## config.mk

```make
export PLATFORM = sky130hd
export DESIGN_NAME = ledser_wport
export DESIGN_NICKNAME = d
export VERILOG_FILES = /design/src/rtl/ledser_pkg.sv /design/src/rtl/ledser_sync.sv /design/src/rtl/ledser_edges.sv /design/src/rtl/ledser_shreg.sv /design/src/rtl/ledser_wport.sv
export SDC_FILE = /design/constraint.sdc
export NUM_CORES = 1
export LEC_CHECK = 0
export CORE_UTILIZATION = 50
export DETAILED_ROUTE_END_ITERATION = 12
export PLACE_DENSITY_LB_ADDON = 0.05
export SLEW_MARGIN = 20
export SYNTH_ARGS = -nofsm -noshare
export SYNTH_HDL_FRONTEND = slang
export SYNTH_SLANG_ARGS = --single-unit
```

## constraint.sdc

```tcl
create_clock -name clk -period 23.1 [get_ports clk]
set_input_delay 4.62 -clock clk [delete_from_list [all_inputs] [get_ports clk]]
set_output_delay 4.62 -clock clk [all_outputs]
set_load 0.02 [all_outputs]
```

## src/rtl/ledser_pkg.sv

```systemverilog
`timescale 1ns/1ps
package ledser_pkg;
  localparam int CSR_W = 8;
  localparam int CW_W  = CSR_W - 1;

  typedef enum logic {SEL_DOT = 1'b0, SEL_CTL = 1'b1} regsel_e;

  // bit 7 of the control shift register names the destination word
  function automatic logic targets_cw1(input logic [CSR_W-1:0] sr);
    return sr[CSR_W-1];
  endfunction

  // cascade output source
  function automatic logic dout_pick(input regsel_e sel, input logic feed,
                                     input logic din_s, input logic ctl_tail,
                                     input logic dot_tail);
    if (sel == SEL_CTL) return feed ? din_s : ctl_tail;
    return dot_tail;
  endfunction
endpackage

```

## src/rtl/ledser_sync.sv

```systemverilog
`timescale 1ns/1ps
module ledser_sync #(
  parameter int W = 1,
  parameter int STAGES = 2,
  parameter logic [W-1:0] RST_VAL = '0
) (
  input  logic         clk,
  input  logic         rst_n,
  input  logic [W-1:0] d,
  output logic [W-1:0] q
);
  logic [STAGES-1:0][W-1:0] st;

  for (genvar g = 0; g < STAGES; g++) begin : g_stage
    always_ff @(posedge clk or negedge rst_n) begin
      if (!rst_n) st[g] <= RST_VAL;
      else if (g == 0) st[g] <= d;
      else st[g] <= st[(g == 0) ? 0 : g-1];
    end
  end

  assign q = st[STAGES-1];
endmodule

```

## src/rtl/ledser_edges.sv

```systemverilog
`timescale 1ns/1ps
module ledser_edges (
  input  logic clk,
  input  logic rst_n,
  input  logic ce_n_s,
  input  logic sck_s,
  output logic ce_fall,
  output logic sck_rise,
  output logic commit_win
);
  logic ce_n_d, sck_d;

  always_ff @(posedge clk or negedge rst_n) begin
    if (!rst_n) begin
      ce_n_d <= 1'b1;
      sck_d  <= 1'b0;
    end else begin
      ce_n_d <= ce_n_s;
      sck_d  <= sck_s;
    end
  end

  assign ce_fall    = ce_n_d & ~ce_n_s;
  assign sck_rise   = ~sck_d & sck_s & ~ce_n_s;
  assign commit_win = ce_n_s & ~sck_s;
endmodule

```

## src/rtl/ledser_shreg.sv

```systemverilog
`timescale 1ns/1ps
module ledser_shreg #(
  parameter int W = 8
) (
  input  logic         clk,
  input  logic         en,
  input  logic         din,
  output logic [W-1:0] q
);
  // no reset: contents survive the block reset
  always_ff @(posedge clk) begin
    if (en) q <= {q[W-2:0], din};
  end
endmodule

```

## src/rtl/ledser_wport.sv

```systemverilog
`timescale 1ns/1ps
module ledser_wport
  import ledser_pkg::*;
#(
  parameter int DOT_W = 160,
  parameter int SYNC_STAGES = 2
) (
  input  logic             clk,
  input  logic             rst_n,
  input  logic             ce_n,
  input  logic             rsel,
  input  logic             sclk,
  input  logic             sdin,
  output logic             sdout,
  output logic [DOT_W-1:0] dot_q,
  output logic [CW_W-1:0]  cw0_q,
  output logic [CW_W-1:0]  cw1_q,
  output logic             commit_p
);
  localparam logic [3:0] PIN_IDLE = 4'b1000;

  logic [3:0] pins_s;
  logic ce_n_s, rs_s, sck_s, din_s;
  logic ce_fall, sck_rise, commit_win;

  ledser_sync #(.W(4), .STAGES(SYNC_STAGES), .RST_VAL(PIN_IDLE)) u_sync (
    .clk(clk), .rst_n(rst_n), .d({ce_n, rsel, sclk, sdin}), .q(pins_s)
  );
  assign {ce_n_s, rs_s, sck_s, din_s} = pins_s;

  ledser_edges u_edges (
    .clk(clk), .rst_n(rst_n), .ce_n_s(ce_n_s), .sck_s(sck_s),
    .ce_fall(ce_fall), .sck_rise(sck_rise), .commit_win(commit_win)
  );

  regsel_e sel_q;
  logic    armed_q;
  logic    commit_ev, dot_en, ctl_en;
  logic [DOT_W-1:0] dot_sr;
  logic [CSR_W-1:0] ctl_sr;

  always_ff @(posedge clk or negedge rst_n) begin
    if (!rst_n) begin
      sel_q   <= SEL_DOT;
      armed_q <= 1'b0;
    end else if (ce_fall) begin
      sel_q   <= regsel_e'(rs_s);
      armed_q <= 1'b1;
    end else if (commit_ev) begin
      armed_q <= 1'b0;
    end
  end

  assign commit_ev = commit_win & armed_q;
  assign dot_en    = sck_rise & (sel_q == SEL_DOT);
  assign ctl_en    = sck_rise & (sel_q == SEL_CTL);

  ledser_shreg #(.W(DOT_W)) u_dot_sr (.clk(clk), .en(dot_en), .din(din_s), .q(dot_sr));
  ledser_shreg #(.W(CSR_W)) u_ctl_sr (.clk(clk), .en(ctl_en), .din(din_s), .q(ctl_sr));

  always_ff @(posedge clk) begin
    if (commit_ev && sel_q == SEL_DOT) dot_q <= dot_sr;
  end

  always_ff @(posedge clk or negedge rst_n) begin
    if (!rst_n) begin
      cw0_q    <= '0;
      cw1_q    <= '0;
      commit_p <= 1'b0;
    end else begin
      commit_p <= commit_ev;
      if (commit_ev && sel_q == SEL_CTL) begin
        if (targets_cw1(ctl_sr)) cw1_q <= ctl_sr[CW_W-1:0];
        else                     cw0_q <= ctl_sr[CW_W-1:0];
      end
    end
  end

  assign sdout = dout_pick(sel_q, cw1_q[0], din_s, ctl_sr[CSR_W-1], dot_sr[DOT_W-1]);

  // shift registers hold while chip enable is high
  p_shift_gate_r2: assert property (@(posedge clk) disable iff (!rst_n)
    ce_n_s |=> ($stable(dot_sr) && $stable(ctl_sr)));
  // selection changes only on a chip-enable fall
  p_sel_hold_r3: assert property (@(posedge clk) disable iff (!rst_n)
    !ce_fall |=> $stable(sel_q));
  // the dot latch moves only in a copy cycle
  p_dot_hold_r4: assert property (@(posedge clk) disable iff (!rst_n)
    !commit_ev |=> $stable(dot_q));
  // control words move only on a control copy
  p_cw_hold_r5: assert property (@(posedge clk) disable iff (!rst_n)
    !(commit_ev && sel_q == SEL_CTL) |=> ($stable(cw0_q) && $stable(cw1_q)));
  // copy pulse lasts a single cycle
  p_pulse_single_r8: assert property (@(posedge clk) disable iff (!rst_n)
    commit_p |=> !commit_p);
endmodule

```

### Yosys cells after proc, flatten, opt, wreduce, memory -nomap -nowiden

Cells that the tools add are included.
Widths: inputs -> output; s select.

| storage, ports and cells | value |
|---|---|
| flip-flop bits (word level) | 355 |
| bits in latches | 0 |
| bits in writable memories | 0 |
| ROM bits | 0 |
| input port bits | 6 |
| word-level logic and storage cells | 35 |
| memories | 0 |

| cells by class | value |
|---|---|
| $add $sub $neg | 0 |
| $mul | 0 |
| divide/modulo/power cells | 0 |
| $lt $le $gt $ge | 0 |
| equal/unequal tests | 0 |
| shift operators | 0 |
| mux-type cells | 6 |
| bitwise logic cells | 12 |
| reductions and logical operators | 5 |

Operators with widths:

| cell | number |
|---|---|
| $and 1x1->1 | 7 |
| $mux 1 | 6 |
| $not 1->1 | 5 |
| $reduce_and 2->1 | 2 |
| $logic_and 1x1->1 | 2 |
| $reduce_bool 2->1 | 1 |

### Logic depth before layout (Yosys ltp)

| logic depth | value |
|---|---|
| depth in word-level cells | 5 |
| gate-level depth with buffers | 4 |
| depth with buffers taken out | 3 |

### Modules after synthesis

From an unflattened synthesis, not the netlist that was laid out.

| unflattened totals | value |
|---|---|
| cells, all modules | 389 |
| area, all modules | 10865.4 um^2 |

Modules (own cells, without submodules):

| module | times used | cells an instance | area each (um^2) | seq. area each (um^2) |
|---|---|---|---|---|
| ledser_wport | 1 | 204 | 5509.0 | 5230.0 |
| ledser_shreg at u_dot_sr | 1 | 160 | 4804.6 | 4804.6 |
| ledser_shreg at u_ctl_sr | 1 | 8 | 240.2 | 240.2 |
| ledser_sync | 1 | 12 | 232.7 | 202.7 |
| ledser_edges | 1 | 5 | 78.8 | 51.3 |

### Worst setup path before layout

OpenSTA, ideal clock, no wires.

| timing | value |
|---|---|
| kind | register to register |
| from | register sel_q |
| to | register u_dot_sr.q[0] (enable) |
| setup time | 1.125 ns |
| arrival | 16.804 ns |
| required time | 21.975 ns |
| setup slack | 5.171 ns |
| stages on the path, launching flop included | 3 |
| path buffers | 1 |
| clock period less this slack | 17.929 ns |
| cells stage by stage | dfrtp_1 clkbuf_1 nor4b_1 |

| between the ends | value |
|---|---|
| longest elaborated chain between the ends | 2 |

RTL lines:

| what | RTL line | RTL |
|---|---|---|
| from (decl) | ledser_wport.sv:36 | `regsel_e sel_q;` |
| from (signal assigned) | ledser_wport.sv:47 | `sel_q <= regsel_e'(rs_s);` |
| $not 1->1 | ledser_wport.sv:55 | `assign dot_en = sck_rise & (sel_q == SEL_DOT);` |
| $and 1x1->1 | ledser_wport.sv:55 |  |
| net dot_en | ledser_wport.sv:38 | `logic commit_ev, dot_en, ctl_en;` |
| to (signal assigned) | ledser_shreg.sv:12 | `if (en) q <= {q[W-2:0], din};` |
| to (decl) | ledser_shreg.sv:8 | `output logic [W-1:0] q` |

The timed path passes the listed nets, and every way through them passes these cells.
A chain may end at the register's enable or synchronous reset.

### Worst setup path after layout

| timing | value |
|---|---|
| from | register sel_q |
| to | output sdout |

| between the ends | value |
|---|---|
| longest elaborated chain between the ends | 2 |

RTL lines:

| what | RTL line | RTL |
|---|---|---|
| $mux 1 | ledser_pkg.sv:17 | `if (sel == SEL_CTL) return feed ? din_s : ctl_tail;` |
| $mux 1 | ledser_pkg.sv:18 | `return dot_tail;` |
| to (decl) | ledser_wport.sv:14 | `output logic sdout,` |

Every way passes these cells.

==> results.json <==
{
  "cts_hold_buf": 0,
  "syn_area_um2": 10800,
  "setup-violations-final": 0,
  "synth_area_leaders": "edfxtp_1 91%, dfrtp_1 5.5%, mux2_4 0.97%",
  "rsz0062_at_grt": "no",
  "final_cells": 906,
  "coreArea_um2": 21200,
  "maxCapViolations": 0,
  "area_growth_pct": 30.6,
  "gp_congestion": 0.732,
  "grt_pass1_wl_um": 25100,
  "finalSetupTns_ns": 0,
  "syn_nets": 391,
  "status": "completed",
  "cts_tree": "done",
  "required_ns": 18.48,
  "dieWidth_um": 149,
  "syn_area_per_cell_um2": 28.1,
  "yosysTopAreaCell": "edfxtp_1",
  "io_pins": 182,
  "dp_slack_ns": 17.13,
  "cts_resized": 0,
  "worst_pin_slew_ns": 1.09,
  "drt.antenna.violating_nets": 0,
  "end_kind": "output port",
  "num_vias": 4372,
  "startpoint_type": "flop",
  "mostFrequentLayoutCell": "edfxtp_1",
  "via_per_inst": 4.83,
  "fillers": 1392,
  "final_cell_mix": "328 x edfxtp_1, 180 x clkdlybuf4s50_1, 37 x clkbuf_16",
  "synthCells": 385,
  "clock_sinks": 355,
  "clkSlewWorstSetupHoldPaths_ns": 0.06,
  "multi_input_area_um2": 303,
  "max-clock-path-buffers": 3,
  "drtIter0Drc": 275,
  "p_leak_nw": 4.01,
  "worstPathMaxFanout": 8,
  "clk-insertion-delay-late_ns": 0.50,
  "grt.total_usage_pct": 15.2,
  "die_area_um2": 22300,
  "crit_type": "reg -> out",
  "power_density_nw_per_um2": 93.5,
  "final_nets": 613,
  "ctsRootBufferMaster": "clkbuf_16",
  "hp-class": "reg -> reg",
  "dp_hpwl_um": 9610,
  "min_period_over_period_pct": 28.0,
  "htree_num_levels": 2,
  "io_buffers": 181,
  "peakVddDrop_uv": 74.3,
  "start_util_pct": 51.2,
  "place_inst": 844,
  "fin_worst_skew_ns": 0.0125,
  "seqCellArea_um2": 10500,
  "hold_viol": 0,
  "yosysWarnings": 0,
  "postLayoutCoreUtil_pct": 66.9,
  "routedWlPerCell_um": 18.3,
  "synth_seq_cells": 355,
  "gr-total-overflow": 0,
  "drv_slew": 0,
  "drt-total-wl_um": 16600,
  "worst_slack_ns": 16.62,
  "n_antenna_cell": 0,
  "max_freq_ghz": 0.154,
  "num_rows": 53,
  "post-route-min-period_ns": 6.48,
  "die_h_um": 149,
  "cp.arrival_ns": 1.86,
  "drc_errors": 0,
  "layout-drive-gt1-share_pct": 10.9,
  "yosysSeqAreaShare_pct": 97.2,
  "max-slew-margin-rel_pct": 27.2,
  "cts_buffers": 36,
  "first_pass_iters": 4,
  "antenna_found_initial": 0,
  "grt_max_degree": 85,
  "ys_types": 18,
  "synth_top_area_share_pct": 90.9,
  "post_cts_buffers": 0,
  "first_global_vias": 4501
}
-- worst paths after layout --
path | endpoint | slack (ns) | startpoint | depth (start not counted)
worst max-delay path | sdout | 16.62 | sel_q | 3
max in group asynchronous | cw0_q[5] | 18.57 | rst_n | 1
worst max register to register | u_dot_sr.q[1] | 19.92 | sel_q | 3
min in group asynchronous | cw1_q[2] | 4.13 | rst_n | 1
worst min-delay path | u_sync.q[2] | 0.34 | u_sync.st[2] | 0
worst min register to register | u_sync.q[2] | 0.34 | u_sync.st[2] | 0
-- cells by family (layout without fill, tap and decap cells) --
kind of cell	count (synthesis)	after routing	share of synthesized area [%]
flip-flops	355	355	97.2
multiplexers	16	16	1.89
AND/OR/NAND/NOR	10	10	0.681
AO/OA/AOI/OAI	2	2	0.0923
buffers and inverters	2	248	0.139
-- report_power, final --
group	internal [mW]	switching [mW]	leakage (nW)	total (mW)
combinational	0.0248	0.0296	0.914	0.0544
sequential	0.713	0.00771	2.55	0.721
clock	0.328	0.219	0.552	0.547
-- Yosys cell counts, drive strengths merged --
cell / n
mux2: 15
nand2: 1
nor2b: 2
dfrtp: 24
edfxtp: 328
nand3: 1
nor4b: 1
nor4bb: 1
buf: 1
o21ai: 1
mux2i: 1
a21oi: 1
clkbuf: 1
and3b: 2
nor2: 2
dfstp: 3
-- worst max-delay path, cell delays in order (launching register included) --
cell and delay, ns:
dfrtp_1 0.52, nor2_1 0.08, a21oi_1 0.14, clkdlybuf4s50_1 0.63
-- per-stage QoR --
stage                     power, mW  hold WS (ns)  area, um2
final                          1.32         0.344      14100
after global routing           1.37         0.356      14100
after CTS                      1.34         0.348      14100
after detailed placement      0.790         0.336      13000
after global placement        0.788         0.334      13000
after floorplan               0.769         0.331      10800
-- flip-flops by register name (all words and copies together), names as in the netlist --
register	count
u_dot_sr.q	160
u_ctl_sr.q	8
u_sync.q	4
u_edges.ce_n_d	1
cw0_q	7
dot_q	160
u_edges.sck_d	1
u_sync.st	4
commit_p	1
cw1_q	7
sel_q	1
armed_q	1
-- routing by layer --
metal  vias up  GRT usage, %  part of all wire [%]
met3        35          6.15                   9.4
met5         -             0                     0
met1      2171          20.3                    42
met4         0          7.09                   2.8
li1       1996             -                     -
met2       170          21.9                    45
-- cell type report --
| cell class | instances | share of cell area (%) |
|---|---|---|
| Tap cell | 275 | 2.43 |
| Multi-Input combinational cell | 28 | 2.14 |
| Timing Repair Buffer | 186 | 13.1 |
| Clock inverter | 19 | 1.18 |
| Sequential cell | 355 | 74.4 |
| Clock buffer | 43 | 6.77 |
No activity file was read; power rests on OpenSTA's default activity.
